$ cat src/rtl/uart_tx_pkg.sv
package uart_tx_pkg;

    localparam int CHAR_W        = 8;
    localparam int TICKS_PER_BIT = 16;
    localparam int TCNT_W        = 5;

    typedef enum logic [1:0] {
        PAR_NONE = 2'd0,
        PAR_EVEN = 2'd1,
        PAR_ODD  = 2'd2,
        PAR_OFF  = 2'd3
    } par_mode_e;

    typedef enum logic [1:0] {
        STOP_ONE      = 2'd0,
        STOP_ONE_HALF = 2'd1,
        STOP_TWO      = 2'd2,
        STOP_TWO_ALT  = 2'd3
    } stop_mode_e;

    typedef enum logic [2:0] {
        S_IDLE,
        S_START,
        S_DATA,
        S_PAR,
        S_STOP
    } tx_state_e;

    typedef struct packed {
        logic [1:0] len_code;
        par_mode_e  par;
        stop_mode_e stop;
    } frame_cfg_t;

    function automatic logic [3:0] data_bits(input logic [1:0] code);
        return 4'd5 + {2'b00, code};
    endfunction

    function automatic logic has_parity(input par_mode_e p);
        return (p == PAR_EVEN) || (p == PAR_ODD);
    endfunction

    // last tick index of the stop period: 16, 24 or 32 ticks
    function automatic logic [TCNT_W-1:0] stop_last_tick(input stop_mode_e s);
        case (s)
            STOP_ONE:      return TCNT_W'(TICKS_PER_BIT - 1);
            STOP_ONE_HALF: return TCNT_W'(TICKS_PER_BIT + TICKS_PER_BIT/2 - 1);
            default:       return TCNT_W'(2*TICKS_PER_BIT - 1);
        endcase
    endfunction

    function automatic logic parity_of(input logic [CHAR_W-1:0] d,
                                       input logic [1:0] code,
                                       input par_mode_e p);
        logic [CHAR_W-1:0] mask;
        logic x;
        mask = CHAR_W'((9'd1 << data_bits(code)) - 9'd1);
        x = ^(d & mask);
        return (p == PAR_ODD) ? ~x : x;
    endfunction

endpackage

$ cat src/rtl/uart_tx_fifo.sv
module uart_tx_fifo #(
    parameter int W     = 8,
    parameter int DEPTH = 4
) (
    input  logic                         clk,
    input  logic                         rst,
    input  logic                         wr_en,
    input  logic [W-1:0]                 wr_data,
    input  logic                         rd_en,
    output logic [W-1:0]                 rd_data,
    output logic                         empty,
    output logic                         full,
    output logic [$clog2(DEPTH+1)-1:0]   count
);
    localparam int AW = (DEPTH > 1) ? $clog2(DEPTH) : 1;
    localparam int CW = $clog2(DEPTH+1);

    logic [W-1:0]  mem [DEPTH];
    logic [AW-1:0] wr_ptr, rd_ptr;
    logic          push, pop;

    assign empty   = (count == '0);
    assign full    = (count == CW'(DEPTH));
    assign push    = wr_en && !full;
    assign pop     = rd_en && !empty;
    assign rd_data = mem[rd_ptr];

    function automatic logic [AW-1:0] bump(input logic [AW-1:0] p);
        return (p == AW'(DEPTH-1)) ? '0 : p + AW'(1);
    endfunction

    always_ff @(posedge clk) begin
        if (rst) begin
            wr_ptr <= '0;
            rd_ptr <= '0;
            count  <= '0;
        end else begin
            if (push) begin
                mem[wr_ptr] <= wr_data;
                wr_ptr      <= bump(wr_ptr);
            end
            if (pop) rd_ptr <= bump(rd_ptr);
            case ({push, pop})
                2'b10:   count <= count + CW'(1);
                2'b01:   count <= count - CW'(1);
                default: count <= count;
            endcase
        end
    end
endmodule

$ cat src/rtl/uart_tx_serializer.sv
module uart_tx_serializer
    import uart_tx_pkg::*;
(
    input  logic              clk,
    input  logic              rst,
    input  logic              en,
    input  logic              tick,
    input  frame_cfg_t        cfg,
    input  logic              q_empty,
    input  logic [CHAR_W-1:0] q_data,
    output logic              q_pop,
    output logic              line,
    output logic              busy
);
    localparam logic [TCNT_W-1:0] BIT_LAST = TCNT_W'(TICKS_PER_BIT - 1);

    tx_state_e         state;
    logic [TCNT_W-1:0] tcnt;
    logic [2:0]        bit_idx;
    logic [CHAR_W-1:0] shreg;
    frame_cfg_t        cfg_q;
    logic              par_q;
    logic              stop_done, bit_done, load;

    assign bit_done  = tick && (tcnt == BIT_LAST);
    assign stop_done = (state == S_STOP) && tick && (tcnt == stop_last_tick(cfg_q.stop));
    assign load      = en && !q_empty && ((state == S_IDLE) || stop_done);
    assign q_pop     = load;
    assign busy      = (state != S_IDLE);

    always_comb begin
        case (state)
            S_START: line = 1'b0;
            S_DATA:  line = shreg[0];
            S_PAR:   line = par_q;
            default: line = 1'b1;
        endcase
    end

    always_ff @(posedge clk) begin
        if (rst) begin
            state   <= S_IDLE;
            tcnt    <= '0;
            bit_idx <= '0;
            shreg   <= '0;
            cfg_q   <= '0;
            par_q   <= 1'b0;
        end else if (load) begin
            state   <= S_START;
            tcnt    <= '0;
            bit_idx <= '0;
            shreg   <= q_data;
            cfg_q   <= cfg;
            par_q   <= parity_of(q_data, cfg.len_code, cfg.par);
        end else if (tick) begin
            case (state)
                S_START: begin
                    tcnt <= bit_done ? '0 : tcnt + TCNT_W'(1);
                    if (bit_done) state <= S_DATA;
                end
                S_DATA: begin
                    tcnt <= bit_done ? '0 : tcnt + TCNT_W'(1);
                    if (bit_done) begin
                        shreg <= shreg >> 1;
                        if ({1'b0, bit_idx} == data_bits(cfg_q.len_code) - 4'd1)
                            state <= has_parity(cfg_q.par) ? S_PAR : S_STOP;
                        else
                            bit_idx <= bit_idx + 3'd1;
                    end
                end
                S_PAR: begin
                    tcnt <= bit_done ? '0 : tcnt + TCNT_W'(1);
                    if (bit_done) state <= S_STOP;
                end
                S_STOP: begin
                    if (stop_done) begin
                        state <= S_IDLE;
                        tcnt  <= '0;
                    end else begin
                        tcnt <= tcnt + TCNT_W'(1);
                    end
                end
                default: tcnt <= '0;
            endcase
        end
    end
endmodule

$ cat src/rtl/uart_tx_fmt.sv
module uart_tx_fmt
    import uart_tx_pkg::*;
#(
    parameter int FIFO_DEPTH = 4
) (
    input  logic       clk,
    input  logic       rst,
    input  logic       en,
    input  logic       brk,
    input  logic       tick,
    input  logic [1:0] cfg_len,
    input  logic [1:0] cfg_par,
    input  logic [1:0] cfg_stop,
    input  logic       wr_valid,
    input  logic [7:0] wr_data,
    output logic       fifo_full,
    output logic       txd,
    output logic       busy,
    output logic       tx_empty
);
    localparam int CW = $clog2(FIFO_DEPTH+1);

    frame_cfg_t        cfg;
    logic [CHAR_W-1:0] q_data;
    logic              q_empty, q_pop, line;
    logic [CW-1:0]     fifo_count;

    assign cfg.len_code = cfg_len;
    assign cfg.par      = par_mode_e'(cfg_par);
    assign cfg.stop     = stop_mode_e'(cfg_stop);

    uart_tx_fifo #(.W(CHAR_W), .DEPTH(FIFO_DEPTH)) u_fifo (
        .clk     (clk),
        .rst     (rst),
        .wr_en   (wr_valid),
        .wr_data (wr_data),
        .rd_en   (q_pop),
        .rd_data (q_data),
        .empty   (q_empty),
        .full    (fifo_full),
        .count   (fifo_count)
    );

    uart_tx_serializer u_ser (
        .clk     (clk),
        .rst     (rst),
        .en      (en),
        .tick    (tick),
        .cfg     (cfg),
        .q_empty (q_empty),
        .q_data  (q_data),
        .q_pop   (q_pop),
        .line    (line),
        .busy    (busy)
    );

    assign txd      = brk ? 1'b0 : line;
    assign tx_empty = q_empty && !busy;
endmodule

$ cat config.mk
export PLATFORM = sky130hd
export DESIGN_NAME = uart_tx_fmt
export DESIGN_NICKNAME = d
export VERILOG_FILES = /design/src/rtl/uart_tx_pkg.sv /design/src/rtl/uart_tx_fifo.sv /design/src/rtl/uart_tx_serializer.sv /design/src/rtl/uart_tx_fmt.sv
export SDC_FILE = /design/constraint.sdc
export NUM_CORES = 1
export LEC_CHECK = 0
export BUFFER_PORTS_ARGS = -buffer_cell sky130_fd_sc_hd__buf_2
export CAP_MARGIN = 25
export CORE_ASPECT_RATIO = 1.25
export CORE_MARGIN = 3
export CORE_UTILIZATION = 59
export DETAILED_ROUTE_END_ITERATION = 12
export PLACE_DENSITY = 0.78
export SLEW_MARGIN = 5
export SYNTH_ARGS = -nofsm -noshare
export SYNTH_HDL_FRONTEND = slang
export SYNTH_SLANG_ARGS = --single-unit
$ cat constraint.sdc
create_clock -name clk -period 2.94 [get_ports clk]
set_input_delay 0.441 -clock clk [delete_from_list [all_inputs] [get_ports clk]]
set_output_delay 0.441 -clock clk [all_outputs]
set_load 0.1 [all_outputs]
==> reports/results.tsv <==
metric	value	unit
crit_fanout	4	
maxSlewHeadroom	65.02	%
cts_buffers	9	
drt-initial-drc-count	120	
antenna_found_initial	0	
power_density	884.6	nW/um2
finalHoldViolCount	0	
initial_core_util	62.76	%
syn_to_final_growth	13.81	%
post_cts_buffers	0	
synth_edf_count	32	
gp_congestion	0.7578	
io_buffers	23	
use_met1	23.47	%
skew	0.007172	ns
vias_per_cell	5.714	
synth_seq_area_share	54.76	%
hold_class	in2reg	
max-vdd-ir-drop	514.4	uV
yosys_warnings	0	
cts.clk_slew.worst_paths	0.08	ns
synth_nets	285	
status	finished clean	
ys.flop_type	dfxtp_1	
cts_tree	yes	
critPathLaunchType	register	
routedWlPerCell	15.27	um
grt_max_degree	25	
cts_hold_buf	0	
drive_gt1_share	21.33	%
grt_use_total	19.54	%
dpl.hpwl	3680	um
worst_pin_slew	0.5224	ns
period_minus_slack	2.457	ns
die_y	86.18	um
drv_slew	0	
fill_cells	359	
placed_area	3206	um2
maxCapViolations	0	
layout_common_cells	nor2_1 (41), dfxtp_1 (35), edfxtp_1 (32), buf_2 (23), mux2i_1 (14)	
drc	0	
cts_root_buffer	clkbuf_8	
cts_sinks	67	
grt_use_met2	33.10	%
synth_cell_types	45	
drtPass1Iterations	5	
final_util	71.43	%
avgSynthCellArea	11.90	um2
grtUsageMet3	4.872	%
core_area	4835	um2
post_cts_resized	0	
fin_crit_sh	83.55	%
critPathKind	reg2reg	
p_leak	1.301	nW
critPathArrivalTime	2.73	ns
finalSetupTns	0	ns
crit_required	3.22	ns
async_flop_share	0	%
grt-busiest-layer	met2	
seqCellArea	1662	um2
syn_inst	255	
design_area	3453	um2
critPathCaptureType	register	
grt_overflow	0	
ys_ff_latch	67	
num_antenna_cells	0	
multi_input_area	1294	um2
die_w	70.14	um
vias	1977	
cts-htree-levels	3	
syn_area	3034	um2
clk_latency	0.34	ns
final_common_cell	nor2_1	
grt_pass1_vias	1990	
ant_nets	0	
rsz0062_at_grt	no	
std_cell_rows	28	
fin_nets	311	
dieArea	6044	um2
fmax	407.1	MHz
clock_path_buffers	2	
ios	24	
wirelength	5285	um
grt_pass1_wl	9080	um
finalSetupViolations	0	
[cell type report]
class                      instances  share of cell area (%)
clock buffer                       9                   3.587
clock inverter                     7                   3.587
inverter                           8                  0.8696
multi-input combinational        168                   37.46
sequential                        67                   48.12
tap                               60                   2.174
timing repair buffer              27                   4.203
[kinds of logic after synthesis]
family / after synthesis / synth area share (%)
buffers and inverters: 20 / 2.804
adder cells (fa/ha/maj): 10 / 4.371
AND/OR/NAND/NOR: 85 / 13.90
multiplexers: 23 / 11.18
flip-flops: 67 / 54.76
AO/OA/AOI/OAI: 36 / 8.454
XOR/XNOR: 14 / 4.536
[routing by layer]
metal / routed length [um] / up-vias / share of wire [%]
li1: - / 982 / -
met1: 2320 / 943 / 44
met2: 2638 / 41 / 50
met3: 211 / 11 / 4.0
met4: 114 / 0 / 2.2
met5: 0 / - / 0
[synthesized netlist by cell type, types with 2 or more instances]
| library cell | number | area (um2) |
|---|---|---|
| inv_1 | 8 | 30.03 |
| buf_2 | 2 | 10.01 |
| xnor2_1 | 8 | 70.07 |
| nand2_1 | 9 | 33.78 |
| or3b_2 | 3 | 26.28 |
| and3_1 | 5 | 31.28 |
| or3_1 | 3 | 18.77 |
| o221ai_1 | 2 | 17.52 |
| clkbuf_1 | 9 | 33.78 |
| a222oi_1 | 6 | 60.06 |
| nor2b_1 | 5 | 31.28 |
| edfxtp_1 | 32 | 960.9 |
| xnor2_2 | 2 | 32.53 |
| mux4_1 | 2 | 52.55 |
| and2_1 | 5 | 31.28 |
| mux4_2 | 6 | 135.1 |
| dfxtp_1 | 35 | 700.7 |
| nor2_1 | 42 | 157.7 |
| o21ai_0 | 5 | 25.02 |
| a21oi_1 | 12 | 60.06 |
| nor3_1 | 2 | 10.01 |
| ha_1 | 9 | 112.6 |
| mux2i_1 | 14 | 140.1 |
| xor2_1 | 4 | 35.03 |
| nand2b_1 | 5 | 31.28 |
[power breakdown]
part | internal (mW) | switching (mW) | leakage, nW | total (mW)
Sequential | 1.09 | 0.101 | 0.575 | 1.20
Clock | 0.570 | 0.360 | 0.120 | 0.930
Combinational | 0.368 | 0.562 | 0.605 | 0.930
[registers in the layout, summed over array words and instances (netlist names), named ones only]
| register | count |
|---|---|
| u_ser.state | 3 |
| u_ser.bit_idx | 3 |
| u_fifo.count | 3 |
| u_fifo.wr_ptr | 2 |
| u_fifo.mem | 32 |
| u_ser.par_q | 1 |
| u_ser.tcnt | 5 |
| u_fifo.rd_ptr | 2 |
| u_ser.shreg | 8 |
| u_ser.cfg_q | 6 |
[final timing paths]
| kind | to | slack [ns] | depth (start not counted) | startpoint |
|---|---|---|---|---|
| worst max-delay path | u_fifo.count[2] | 0.48 | 10 | u_ser.tcnt[1] |
| worst min-delay path | u_fifo.mem[2][7] | 0.31 | 1 | wr_data[7] |
| worst max register to register | u_fifo.count[2] | 0.48 | 10 | u_ser.tcnt[1] |
| worst min register to register | u_ser.tcnt[1] | 0.49 | 2 | u_ser.tcnt[1] |
[through the flow]
step | instances | hold slack, ns | total power [mW] | worst slack [ns]
after global placement | 330 | 0.4740 | 2.132 | 0.4739
after detailed placement | 330 | 0.4805 | 2.148 | 0.3771
after global routing | 346 | 0.3072 | 3.223 | 0.2927
after CTS | 346 | 0.2986 | 3.083 | 0.4663
final | 346 | 0.3146 | 3.055 | 0.4835
after floorplan | 255 | 0.4536 | 1.993 | 0.2147
[worst max-delay path, stage by stage, from the launching register on]
cell,delay [ns]
dfxtp_1,0.35
ha_1,0.21
and3_1,0.17
o221ai_1,0.19
a21oi_2,0.23
ha_1,0.21
inv_1,0.06
fa_1,0.37
xor2_1,0.16
or3_1,0.31
a21oi_1,0.14
Note: power is estimated with default switching activity, not from simulation.
